## src/rtl/dbg_port_pkg.sv

```systemverilog
package dbg_port_pkg;

   typedef enum logic [2:0] {
      CAUSE_NONE    = 3'd0,
      CAUSE_EBREAK  = 3'd1,
      CAUSE_STEP    = 3'd2,
      CAUSE_ILLEGAL = 3'd3,
      CAUSE_IRQ     = 3'd4
   } halt_cause_e;

   typedef enum logic [1:0] {
      RGN_CSR = 2'd0,
      RGN_GPR = 2'd1,
      RGN_DBG = 2'd2
   } region_e;

endpackage

```

## src/rtl/dbg_addr_decode.sv

```systemverilog
module dbg_addr_decode
   import dbg_port_pkg::*;
#(
   parameter int          AW       = 16,
   parameter int          GPR_N    = 32,
   parameter logic [AW-1:0] GPR_BASE = 16'h0800,
   parameter logic [AW-1:0] DBG_LO   = 16'h3000,
   parameter logic [AW-1:0] DBG_HI   = 16'h3014,
   localparam int         IDX_W    = $clog2(GPR_N)
) (
   input  logic [AW-1:0]    addr_i,
   output region_e          region_o,
   output logic [IDX_W-1:0] gpr_idx_o
);

   logic gpr_hit;
   logic dbg_hit;

   if (DBG_HI < DBG_LO) begin : g_bad_dbg_window
      $error("debug window upper bound below lower bound");
   end

   // Power-of-two windows decode by comparing upper bits; others by range.
   if ((1 << IDX_W) == GPR_N) begin : g_gpr_mask
      if ((GPR_BASE % GPR_N) != 0) begin : g_bad_align
         $error("register window base must be aligned to its size");
      end
      assign gpr_hit   = (addr_i[AW-1:IDX_W] == GPR_BASE[AW-1:IDX_W]);
      assign gpr_idx_o = addr_i[IDX_W-1:0];
   end else begin : g_gpr_range
      logic [AW-1:0] ofs;
      assign ofs       = addr_i - GPR_BASE;
      assign gpr_hit   = (addr_i >= GPR_BASE) && (ofs < AW'(GPR_N));
      assign gpr_idx_o = ofs[IDX_W-1:0];
   end

   assign dbg_hit = (addr_i >= DBG_LO) && (addr_i <= DBG_HI);

   always_comb begin
      if (gpr_hit)      region_o = RGN_GPR;
      else if (dbg_hit) region_o = RGN_DBG;
      else              region_o = RGN_CSR;
   end

endmodule

```

## src/rtl/dbg_ctrl_regs.sv

```systemverilog
module dbg_ctrl_regs
   import dbg_port_pkg::*;
#(
   parameter int            AW        = 16,
   parameter int            DW        = 32,
   parameter logic [AW-1:0] CTRL_ADDR = 16'h3000,
   parameter logic [AW-1:0] MODE_ADDR = 16'h3010,
   parameter logic [AW-1:0] EVT_ADDR  = 16'h3014,
   parameter int            STEP_BIT  = 22,
   parameter int            IRQ_BIT   = 7,
   parameter int            ILL_BIT   = 6
) (
   input  logic          clk_i,
   input  logic          rst_ni,
   input  logic          wr_en_i,
   input  logic [AW-1:0] addr_i,
   input  logic          w_step_i,
   input  logic          w_irq_i,
   input  logic          w_ill_i,
   input  logic          w_go_i,
   input  logic          halted_i,
   input  halt_cause_e   cause_i,
   output logic          step_en_o,
   output logic          irq_en_o,
   output logic          ill_en_o,
   output logic          resume_o,
   output logic [DW-1:0] rdata_o
);

   if (DW <= STEP_BIT || DW <= IRQ_BIT || DW <= ILL_BIT || DW < 4) begin : g_bad_width
      $error("control bit position outside data width");
   end
   if (IRQ_BIT == ILL_BIT) begin : g_bad_bits
      $error("event enable bits must differ");
   end

   logic wr_mode, wr_evt;
   assign wr_mode  = wr_en_i && (addr_i == MODE_ADDR);
   assign wr_evt   = wr_en_i && (addr_i == EVT_ADDR);
   assign resume_o = wr_en_i && (addr_i == CTRL_ADDR) && w_go_i;

   always_ff @(posedge clk_i or negedge rst_ni) begin
      if (!rst_ni) begin
         step_en_o <= 1'b0;
         irq_en_o  <= 1'b0;
         ill_en_o  <= 1'b0;
      end else begin
         if (wr_mode) step_en_o <= w_step_i;
         if (wr_evt) begin
            irq_en_o <= w_irq_i;
            ill_en_o <= w_ill_i;
         end
      end
   end

   always_comb begin
      rdata_o = '0;
      if (addr_i == CTRL_ADDR) begin
         rdata_o[0]   = halted_i;
         rdata_o[3:1] = cause_i;
      end else if (addr_i == MODE_ADDR) begin
         rdata_o[STEP_BIT] = step_en_o;
      end else if (addr_i == EVT_ADDR) begin
         rdata_o[IRQ_BIT] = irq_en_o;
         rdata_o[ILL_BIT] = ill_en_o;
      end
   end

   // a mode write lands in the step enable on the next cycle
   a_r4_step_write: assert property (@(posedge clk_i) disable iff (!rst_ni)
      wr_mode |=> (step_en_o == $past(w_step_i)));
   // an event write lands in both enables on the next cycle
   a_r5_evt_write: assert property (@(posedge clk_i) disable iff (!rst_ni)
      wr_evt |=> (irq_en_o == $past(w_irq_i)) && (ill_en_o == $past(w_ill_i)));

endmodule

```

## src/rtl/dbg_halt_ctrl.sv

```systemverilog
module dbg_halt_ctrl
   import dbg_port_pkg::*;
(
   input  logic        clk_i,
   input  logic        rst_ni,
   input  logic        stall_i,
   input  logic        ebreak_i,
   input  logic        retire_i,
   input  logic        illegal_i,
   input  logic        irq_i,
   input  logic        step_en_i,
   input  logic        irq_en_i,
   input  logic        ill_en_i,
   input  logic        resume_i,
   output logic        halt_o,
   output logic        trapped_o,
   output halt_cause_e cause_o
);

   logic        stall_q;
   logic        release_w;
   logic        fire;
   halt_cause_e new_cause;

   assign halt_o    = trapped_o || stall_i;
   assign release_w = resume_i || (stall_q && !stall_i);

   always_comb begin
      new_cause = CAUSE_NONE;
      if (ebreak_i)                    new_cause = CAUSE_EBREAK;
      else if (illegal_i && ill_en_i)  new_cause = CAUSE_ILLEGAL;
      else if (irq_i && irq_en_i)      new_cause = CAUSE_IRQ;
      else if (retire_i && step_en_i)  new_cause = CAUSE_STEP;
   end

   assign fire = !halt_o && (new_cause != CAUSE_NONE);

   always_ff @(posedge clk_i or negedge rst_ni) begin
      if (!rst_ni) begin
         stall_q   <= 1'b0;
         trapped_o <= 1'b0;
         cause_o   <= CAUSE_NONE;
      end else begin
         stall_q <= stall_i;
         if (fire) begin
            trapped_o <= 1'b1;
            cause_o   <= new_cause;
         end else if (release_w) begin
            trapped_o <= 1'b0;
            cause_o   <= CAUSE_NONE;
         end
      end
   end

   // stall always holds the core
   a_r6_stall_halts: assert property (@(posedge clk_i) disable iff (!rst_ni)
      stall_i |-> halt_o);
   // breakpoint while running traps with its cause
   a_r7_ebreak_traps: assert property (@(posedge clk_i) disable iff (!rst_ni)
      (ebreak_i && !halt_o) |=> (trapped_o && cause_o == CAUSE_EBREAK));
   // a resume while trapped clears the trap
   a_r10_resume_clears: assert property (@(posedge clk_i) disable iff (!rst_ni)
      (resume_i && trapped_o) |=> !trapped_o);
   // without a release a trap and its cause stay put
   a_r12_trap_frozen: assert property (@(posedge clk_i) disable iff (!rst_ni)
      (trapped_o && !release_w) |=> (trapped_o && $stable(cause_o)));

endmodule

```

## src/rtl/dbg_port_ctrl.sv

```systemverilog
module dbg_port_ctrl
   import dbg_port_pkg::*;
#(
   parameter int            AW        = 16,
   parameter int            DW        = 32,
   parameter int            GPR_N     = 32,
   parameter logic [AW-1:0] GPR_BASE  = 16'h0800,
   parameter logic [AW-1:0] DBG_LO    = 16'h3000,
   parameter logic [AW-1:0] DBG_HI    = 16'h3014,
   parameter logic [AW-1:0] MODE_ADDR = 16'h3010,
   parameter logic [AW-1:0] EVT_ADDR  = 16'h3014,
   parameter int            STEP_BIT  = 22,
   parameter int            IRQ_BIT   = 7,
   parameter int            ILL_BIT   = 6,
   localparam int           IDX_W     = $clog2(GPR_N)
) (
   input  logic             clk_i,
   input  logic             rst_ni,
   input  logic             dbg_req_i,
   input  logic             dbg_we_i,
   input  logic [AW-1:0]    dbg_addr_i,
   input  logic [DW-1:0]    dbg_wdata_i,
   output logic [DW-1:0]    dbg_rdata_o,
   output logic             dbg_ack_o,
   input  logic             dbg_stall_i,
   output logic             dbg_bphit_o,
   output logic             rf_req_o,
   output logic             rf_we_o,
   output logic [IDX_W-1:0] rf_idx_o,
   output logic [DW-1:0]    rf_wdata_o,
   input  logic [DW-1:0]    rf_rdata_i,
   output logic             csr_req_o,
   output logic             csr_we_o,
   output logic [AW-1:0]    csr_addr_o,
   output logic [DW-1:0]    csr_wdata_o,
   input  logic [DW-1:0]    csr_rdata_i,
   input  logic             core_ebreak_i,
   input  logic             core_retire_i,
   input  logic             core_illegal_i,
   input  logic             core_irq_i,
   output logic             core_halt_o
);

   region_e       region;
   logic          accept;
   logic          step_en, irq_en, ill_en, resume;
   logic          trapped;
   halt_cause_e   cause;
   logic [DW-1:0] dbg_rdata_int;
   logic [DW-1:0] rd_mux;

   assign accept = dbg_req_i && !dbg_ack_o;

   dbg_addr_decode #(
      .AW(AW), .GPR_N(GPR_N), .GPR_BASE(GPR_BASE), .DBG_LO(DBG_LO), .DBG_HI(DBG_HI)
   ) u_decode (
      .addr_i    (dbg_addr_i),
      .region_o  (region),
      .gpr_idx_o (rf_idx_o)
   );

   dbg_ctrl_regs #(
      .AW(AW), .DW(DW), .CTRL_ADDR(DBG_LO), .MODE_ADDR(MODE_ADDR), .EVT_ADDR(EVT_ADDR),
      .STEP_BIT(STEP_BIT), .IRQ_BIT(IRQ_BIT), .ILL_BIT(ILL_BIT)
   ) u_regs (
      .clk_i     (clk_i),
      .rst_ni    (rst_ni),
      .wr_en_i   (accept && dbg_we_i && region == RGN_DBG),
      .addr_i    (dbg_addr_i),
      .w_step_i  (dbg_wdata_i[STEP_BIT]),
      .w_irq_i   (dbg_wdata_i[IRQ_BIT]),
      .w_ill_i   (dbg_wdata_i[ILL_BIT]),
      .w_go_i    (dbg_wdata_i[0]),
      .halted_i  (core_halt_o),
      .cause_i   (cause),
      .step_en_o (step_en),
      .irq_en_o  (irq_en),
      .ill_en_o  (ill_en),
      .resume_o  (resume),
      .rdata_o   (dbg_rdata_int)
   );

   dbg_halt_ctrl u_halt (
      .clk_i     (clk_i),
      .rst_ni    (rst_ni),
      .stall_i   (dbg_stall_i),
      .ebreak_i  (core_ebreak_i),
      .retire_i  (core_retire_i),
      .illegal_i (core_illegal_i),
      .irq_i     (core_irq_i),
      .step_en_i (step_en),
      .irq_en_i  (irq_en),
      .ill_en_i  (ill_en),
      .resume_i  (resume),
      .halt_o    (core_halt_o),
      .trapped_o (trapped),
      .cause_o   (cause)
   );

   assign dbg_bphit_o = trapped;

   assign rf_req_o    = accept && (region == RGN_GPR);
   assign rf_we_o     = rf_req_o && dbg_we_i;
   assign rf_wdata_o  = dbg_wdata_i;
   assign csr_req_o   = accept && (region == RGN_CSR);
   assign csr_we_o    = csr_req_o && dbg_we_i;
   assign csr_addr_o  = dbg_addr_i;
   assign csr_wdata_o = dbg_wdata_i;

   always_comb begin
      unique case (region)
         RGN_GPR: rd_mux = rf_rdata_i;
         RGN_DBG: rd_mux = dbg_rdata_int;
         default: rd_mux = csr_rdata_i;
      endcase
   end

   always_ff @(posedge clk_i or negedge rst_ni) begin
      if (!rst_ni) begin
         dbg_ack_o   <= 1'b0;
         dbg_rdata_o <= '0;
      end else begin
         dbg_ack_o <= accept;
         if (accept) dbg_rdata_o <= dbg_we_i ? '0 : rd_mux;
      end
   end

   // acknowledge lasts one cycle
   a_r3_ack_pulse: assert property (@(posedge clk_i) disable iff (!rst_ni)
      dbg_ack_o |=> !dbg_ack_o);
   // an accepted strobe is acknowledged next cycle
   a_r3_ack_follows: assert property (@(posedge clk_i) disable iff (!rst_ni)
      (dbg_req_i && !dbg_ack_o) |=> dbg_ack_o);
   // at most one downstream port per request
   a_r2_one_target: assert property (@(posedge clk_i) disable iff (!rst_ni)
      $onehot0({rf_req_o, csr_req_o}));
   // a trap is only ever flagged while the core is held
   a_r10_bphit_halted: assert property (@(posedge clk_i) disable iff (!rst_ni)
      dbg_bphit_o |-> core_halt_o);

endmodule

```

## config.mk

```make
export PLATFORM = sky130hd
export DESIGN_NAME = dbg_port_ctrl
export DESIGN_NICKNAME = d
export VERILOG_FILES = /design/src/rtl/dbg_port_pkg.sv /design/src/rtl/dbg_addr_decode.sv /design/src/rtl/dbg_ctrl_regs.sv /design/src/rtl/dbg_halt_ctrl.sv /design/src/rtl/dbg_port_ctrl.sv
export SDC_FILE = /design/constraint.sdc
export NUM_CORES = 1
export LEC_CHECK = 0
export BUFFER_PORTS_ARGS = -buffer_cell sky130_fd_sc_hd__buf_4
export CAP_MARGIN = 20
export CORE_AREA = 2 2 95 97
export CTS_CLUSTER_SIZE = 10
export DETAILED_ROUTE_END_ITERATION = 6
export DIE_AREA = 0 0 97 99
export PLACE_DENSITY = 0.72
export SKIP_CTS_REPAIR_TIMING = 1
export SKIP_LAST_GASP = 1
export SLEW_MARGIN = 20
export SYNTH_ARGS = -nofsm -noshare
export SYNTH_HDL_FRONTEND = slang
export SYNTH_SLANG_ARGS = --single-unit
```

## constraint.sdc

```tcl
create_clock -name clk_i -period 3.37 [get_ports clk_i]
set_input_delay 0.337 -clock clk_i [delete_from_list [all_inputs] [get_ports clk_i]]
set_output_delay 0.337 -clock clk_i [all_outputs]
set_load 0.03 [all_outputs]
```

==> results of run 1 <==
[worst paths after layout]
path	endpoint	slack, ps	cells after the start
max in group asynchronous	dbg_rdata_o[9]	2970	1
min	u_halt.stall_q	20	1
max	csr_req_o	1240	7
max reg2reg	dbg_rdata_o[15]	1530	6
min reg2reg	u_halt.cause_o[1]	490	1
min in group clk_i	u_halt.stall_q	160	1
[worst reg2reg max path, cell delays in order (launching register included)]
cell,delay [ps]
dfrtp_1,400
nand2b_1,310
or2_2,390
nor2_2,80
buf_4,300
a22o_1,200
a21o_1,90
[placed cells by master, fill, tap and decap left out, drive strengths merged]
master and n:
and3 1, nand2 6, o221ai 2, dfrtp 41
o2bb2ai 1, nor2 9, and4 2, nand3b 1
and2 1, clkbuf 6, a21o 28, o21ba 1
nand2b 1, mux2 3, o21ai 4, a41oi 1
nand4b 1, buf 163, a31oi 2, a221oi 4
a22o 26, inv 3, nor4 3, a32oi 3
nor3 6, or2 2, clkinvlp 1, nand4 2
nor3b 2, nand3 6, o21a 2, a21oi 10
[layer usage]
layer	global-route usage	routed length (µm)
met2	0.2938	4108
met1	0.1827	3083
met5	0	0
met4	0.05525	168
met3	0.06099	913
[kinds of logic (layout without fill, tap and decap cells)]
logic type             count (synthesis)  after routing  synth area share
multiplexers                           3              3           0.01240
AO/OA/AOI/OAI                         84             84            0.2407
flip-flops                            41             41            0.3767
AND/OR/NAND/NOR                       43             43            0.1084
buffers and inverters                100            173            0.2618
[where the power goes]
part | switching [µW] | internal [µW] | leakage, µW
clock | 177 | 162 | 0.0000433
sequential | 30.9 | 539 | 0.000536
combinational | 254 | 208 | 0.00134
total | 462 | 910 | 0.00192
[final cells by class]
cell class	count	share of cell area
well taps	108	0.03893
multi-input cells	130	0.2837
clock buffers	6	0.02379
clock inverters	1	0.002163
repair buffers	163	0.3526
inverters	3	0.003244
flip-flops and latches	41	0.2956
[through the flow]
step / setup slack (ps) / hold slack (ps) / total power (µW) / instance area, µm²
2_1_floorplan: 1525 / 41.41 / 956.5 / 2724
3_3_place_gp: 1236 / 351.8 / 1038 / 3381
3_5_place_dp: 1177 / 359.5 / 1045 / 3381
4_1_cts: 1243 / 35.36 / 1388 / 3471
5_1_grt: 1097 / 47.14 / 1438 / 3471
6_report: 1237 / 24.49 / 1371 / 3471
[state kept, by name, summed over array words and instances, names as in the netlist]
register / cells
dbg_rdata_o: 32
u_regs.step_en_o: 1
u_regs.irq_en_o: 1
u_regs.ill_en_o: 1
dbg_ack_o: 1
u_halt.stall_q: 1
u_halt.cause_o: 3
u_halt.trapped_o: 1
==> reports/results.tsv, run 1 <==
stage	metric	value	unit
worst_setup_path	worst-path cell with the longest stage delay	nor4_4	
worst_setup_path	nature of the critical path endpoint	primary output	
final_layout	Fill cells	844	
die	# IOs	245	
timing	fmax	468.7	MHz
die	core box area	8551	µm²
worst_setup_path	Req. time, crit path	3030	ps
synth	post-synthesis sequential area ratio	0.3767	
worst_setup_path	Worst setup SP type	primary input	
worst_setup_path	WP buf/inv	2	
synth	synthesized flop and latch total	41	
worst_setup_path	most used cell along the critical path	buf_4	
synth	Yosys top cell area share	0.3767	
drt	DRC	0	
outcome	status	finished, final reports clean	
synth	syn avg cell area	10.05	µm²
worst_setup_path	critical path class	primary input to primary output	
die	Initial Util	0.3186	
grt	vias in the first global route	2392	
synth	synthesized area	2724	µm²
timing	count of final setup violators	0	
synth	main area contributors after synthesis	dfrtp_1 38%, buf_4 23%, a22o_1 8.4%	
power	PD cells	395.0	nW/µm²
timing	fin. max-slew vios	0	
grt	grt total ovfl	0	
die	Die H	99	µm
drt	mean routed wirelength per cell	18.30	µm
synth	Post-synth EDFFs	0	
final_layout	layout cells sized above 1	0.5465	
clocking	Clock Root Buffer	clkbuf_8	
placed_design	placed cells	445	
final_layout	Reg area	1026	µm²
die	Die W	97	µm
clocking	clock sinks	41	
final_layout	antenna cells	0	
clocking	htree depth	2	
final_layout	fin cells	452	
worst_setup_path	critical path, cell by cell	buf_4 > nor4_4 > nand4_2 > a21o_1 > nand2_1 > nor2_1 > buf_4	
timing	slew margin rel.	0.6413	
grt	largest net degree at the start of global routing	42	
timing	Final min period	2133	ps
synth	most common cell in the netlist	buf_4	
drt	first drt pass iteration count	4	
drt	DRT iter0 DRCs	85	
grt	Tot GR Track Use	0.1652	
die	die area	9603	µm²
final_layout	Final nets	465	
drt	Vias/cell	5.164	
power	P_leak	0.001917	µW
worst_setup_path	crit path max fanout	6	
hold_path	class of the tightest hold or removal check	primary input to async pin	
final_layout	utilization after layout	0.4059	
worst_setup_path	CP arrival	1800	ps
die	FP Rows	34	
synth	Synth async-reset ratio	1.000	
clocking	CTS tree	built	
clocking	Max clock buf depth	2	
synth	syn_nets	392	
timing	RSZ-0062 raised after global routing	false	
drt	Vias	2334	
placed_design	Routability Congestion	0.8919	
synth	biggest area consumer among synthesized cells	dfrtp_1	
timing	Final Hold Fails	0	
grt	initial antenna violation count	0	
power	maximum VDD drop	181.6	µV
clocking	Worst-Skew Late Latency	290	ps
worst_setup_path	Critical Path Start	dbg_addr_i[5]	
synth	Cell variety after synth	41	
clocking	Reg clk slew, reported paths	90	ps
job	Max-cap violations	0	
final_layout	Area Overhead vs Synth	27.42	%
synth	synthesized instance count	271	
worst_setup_path	Largest stage delay, worst path	430	ps
clocking	Num CTS Buffers	5	
timing	final clock skew	10.71	ps
timing	part of the cycle the worst path needs	0.6331	
synth	most frequent cells after synthesis	85 x buf_4, 41 x dfrtp_1, 26 x a21o_1, 26 x a22o_1, 9 x a21oi_1	
placed_design	dpl hpwl	6.548	mm
synth	yosys warns	0	
drt	antenna-violating nets left	0	
drt	WL final	8.273	mm
placed_design	Port Buf Inserts	160	
synth	main flop type after synthesis	dfrtp_1	
timing	worst slew pin tran	538.1	ps
grt	first-pass GRT wire length	12.79	mm
timing	setup TNS	0	ps
worst_setup_path	kind of cell adding the most delay to the critical path	simple AND/OR/NAND/NOR gates	
worst_setup_path	reg2reg start	dbg_ack_o	
final_layout	area of the multi-input gates	984.7	µm²
(Power assumes the default switching activity.)
==> inputs of run 2 (changes only) <==
--- a/config.mk
+++ b/config.mk
@@ -5,13 +5,14 @@
 export SDC_FILE = /design/constraint.sdc
 export NUM_CORES = 1
 export LEC_CHECK = 0
+export ABC_AREA = 1
 export BUFFER_PORTS_ARGS = -buffer_cell sky130_fd_sc_hd__buf_4
 export CAP_MARGIN = 20
 export CORE_AREA = 2 2 95 97
 export CTS_CLUSTER_SIZE = 10
 export DETAILED_ROUTE_END_ITERATION = 6
 export DIE_AREA = 0 0 97 99
-export PLACE_DENSITY = 0.72
+export PLACE_DENSITY = 0.79
 export SKIP_CTS_REPAIR_TIMING = 1
 export SKIP_LAST_GASP = 1
 export SLEW_MARGIN = 20
==> constraint.sdc (replaced) <==
create_clock -name clk_i -period 2.1 [get_ports clk_i]
set_input_delay 0.21 -clock clk_i [delete_from_list [all_inputs] [get_ports clk_i]]
set_output_delay 0.21 -clock clk_i [all_outputs]
set_load 0.03 [all_outputs]
==> reports/results.tsv, run 2 <==
stage	metric	value	unit	change
synth	syn_nets	585		+49%
job	Max-cap violations	0		unchanged
drt	antenna-violating nets left	0		unchanged
timing	fin. max-slew vios	0		unchanged
die	Die H	99	µm	unchanged
die	core box area	8551	µm²	unchanged
timing	Final min period	1787	ps	
timing	worst slew pin tran	517.4	ps	-20.64 ps
outcome	status	finished, final reports clean		
worst_setup_path	Worst setup SP type	flop		
synth	Cell variety after synth	21		-49%
timing	slew margin rel.	0.6551		+0.01376
synth	main area contributors after synthesis	dfrtp_1 32%, buf_4 21%, nand2_1 21%		
power	Net Sw Frac	0.3228		-0.01381
final_layout	top flop regs	dbg_rdata_o (32), u_halt.cause_o (3)		
power	PD cells	570.3	nW/µm²	+44%
final_layout	most frequent cells in the layout	178 x nand2_1, 166 x buf_4, 41 x dfrtp_1		
placed_design	placed cells	639		+44%
drt	Vias/cell	4.515		-13%
clocking	Max clock buf depth	2		unchanged
synth	main flop type after synthesis	dfrtp_1		
synth	most frequent cells after synthesis	178 x nand2_1, 89 x buf_4, 41 x dfrtp_1		
final_layout	most common cell after layout, fill and taps aside	nand2_1		
drt	Vias	2926		+25%
power	Pint	1560	µW	+72%
worst_setup_path	nature of the critical path endpoint	primary output		
worst_setup_path	CP arrival	1580	ps	-220 ps
power	P_leak	0.002405	µW	+26%
drt	met3 routed WL	689	µm	-25%
clocking	Num CTS Buffers	5		unchanged
drt	DRC	0		unchanged
grt	vias in the first global route	2954		+23%
die	die area	9603	µm²	unchanged
synth	Post-synth EDFFs	0		unchanged
timing	count of final setup violators	0		unchanged
synth	synthesized flop and latch total	41		unchanged
power	logic gate share of total power	0.321		-0.016
timing	part of the cycle the worst path needs	0.8508		
timing	fmax	559.7	MHz	
synth	synthesized instance count	464		+71%
drt	M1 WL	3.179	mm	+3.1%
die	Initial Util	0.3797		+0.06116
clocking	Reg clk slew, reported paths	80	ps	about the same
final_layout	max FFs per register	32		unchanged
final_layout	fin cells	648		+43%
hold_path	Hold Startpoint	dbg_stall_i		
worst_setup_path	reg2reg start	dbg_ack_o		
drt	mean routed wirelength per cell	12.97	µm	-29%
grt	initial antenna violation count	0		unchanged
power	Design Power	2304	µW	+68%
grt	grt total ovfl	0		unchanged
power	clock share of power	0.285		+0.038
clocking	htree depth	2		unchanged
power	net switching power	743.8	µW	+61%
clocking	Worst-Skew Late Latency	290	ps	about the same
grt	Tot GR Track Use	0.1722		+0.007030
drt	Top Metal Used	met4		
final_layout	antenna cells	0		unchanged
die	Die W	97	µm	unchanged
final_layout	Fill cells	867		+2.7%
grt	largest net degree at the start of global routing	42		unchanged
worst_setup_path	crit path max fanout	34		+28
drt	first drt pass iteration count	6		+2
worst_setup_path	Critical Path Start	dbg_ack_o		
power	maximum VDD drop	343.6	µV	+89%
timing	Final Hold Fails	0		unchanged
placed_design	dpl hpwl	6.680	mm	+2.0%
synth	biggest area consumer among synthesized cells	dfrtp_1		
synth	Yosys top cell area share	0.3160		-0.06067
final_layout	Area Overhead vs Synth	24.43	%	
timing	setup TNS	0	ps	unchanged
placed_design	Routability Congestion	0.8389		-5.9%
clocking	clock sinks	41		unchanged
die	# IOs	245		unchanged
drt	routed wl met2	4.366	mm	+6.3%
power	Flop pwr share	0.395		-0.021
final_layout	Top reg by flops	dbg_rdata_o		
timing	RSZ-0062 raised after global routing	false		
synth	post-synthesis sequential area ratio	0.3160		-0.06067
timing	Hold Slack	49.76	ps	+25.28 ps
clocking	Clock Root Buffer	clkbuf_8		
grt	first-pass GRT wire length	13.72	mm	+7.3%
clocking	CTS tree	built		
worst_setup_path	critical path class	flop to primary output		
timing	final clock skew	8.226	ps	-2.479 ps
final_layout	layout cells sized above 1	0.3963		-0.1502
drt	WL final	8.403	mm	+1.6%
placed_design	Port Buf Inserts	160		unchanged
drt	DRT iter0 DRCs	86		+1.2%
synth	most common cell in the netlist	nand2_1		
synth	yosys warns	0		unchanged
synth	synthesized area	3247	µm²	+19%
final_layout	Final nets	660		+42%
die	FP Rows	34		unchanged
synth	Synth async-reset ratio	1.000		unchanged
hold_path	class of the tightest hold or removal check	primary input to flop		
synth	syn avg cell area	6.998	µm²	-30%
worst_setup_path	Req. time, crit path	1890	ps	-1140 ps
## run 2: changes by cell type in the layout (fill, tap and decap cells not counted), sizes merged, moves of 3 or more
| cell | change |
|---|---|
| mux2 | -3 |
| inv | +32 |
| a32oi | -3 |
| nor2 | +34 |
| a21oi | -7 |
| nand2 | +178 |
| nand3 | +41 |
| a221oi | -4 |
| nor4 | -3 |
| a21o | -28 |
| buf | +4 |
| a22o | -26 |
| nor3 | -3 |
## run 2: worst paths after layout
kind / to / slack, ps / cells after the start
worst max-delay path: csr_req_o / 310 / 5
worst min-delay path: u_halt.stall_q / 50 / 1
worst max register to register: dbg_rdata_o[6] / 640 / 6
worst min register to register: dbg_rdata_o[31] / 480 / 2
max in group asynchronous: dbg_rdata_o[1] / 1310 / 2
min in group asynchronous: dbg_rdata_o[15] / 440 / 2
## run 2: power by group through the flow
stage / logic (µW) / registers (µW) / clock network [µW]
floorplan: 466 / 1060 / 0
global route: 795 / 920 / 708
finish: 739 / 909 / 656
global placement: 734 / 921 / 0
detailed placement: 746 / 924 / 0
CTS: 747 / 909 / 681
## run 2: critical path, stage by stage, from the launching register on
cell     delay [ps]
dfrtp_1         410
nor2_1          220
inv_2            80
buf_4           250
nor2_1          160
buf_4           170
## run 2: metal layers
metal / up-vias / global-route usage
li1: 1481 / -
met1: 1273 / 0.1987
met2: 148 / 0.3194
met3: 24 / 0.03475
met4: 0 / 0.05525
met5: - / 0
## run 2: metrics by stage
stage	instance area (µm²)	utilization	setup WS, ps
after floorplan	3247	-	459.0
after global placement	3910	0.4573	468.5
after detailed placement	3910	0.4573	412.4
after CTS	4030	0.4713	307.1
after global routing	4040	0.4725	202.7
final	4040	0.4725	313.2
## run 2: logic make-up after synthesis
| family | after synthesis | share of synthesized area |
|---|---|---|
| AND/OR/NAND/NOR | 282 | 0.4069 |
| buffers and inverters | 135 | 0.2678 |
| flip-flops | 41 | 0.3160 |
| AO/OA/AOI/OAI | 6 | 0.009246 |
## run 2: area by class of cell
class	instances	area (µm²)	area share
clock buffers	6	82.58	0.02044
clock inverters	2	37.54	0.009291
inverters	35	131.4	0.03252
multi-input cells	288	1351	0.3345
flip-flops and latches	41	1026	0.2539
well taps	108	135.1	0.03345
repair buffers	168	1276	0.3159
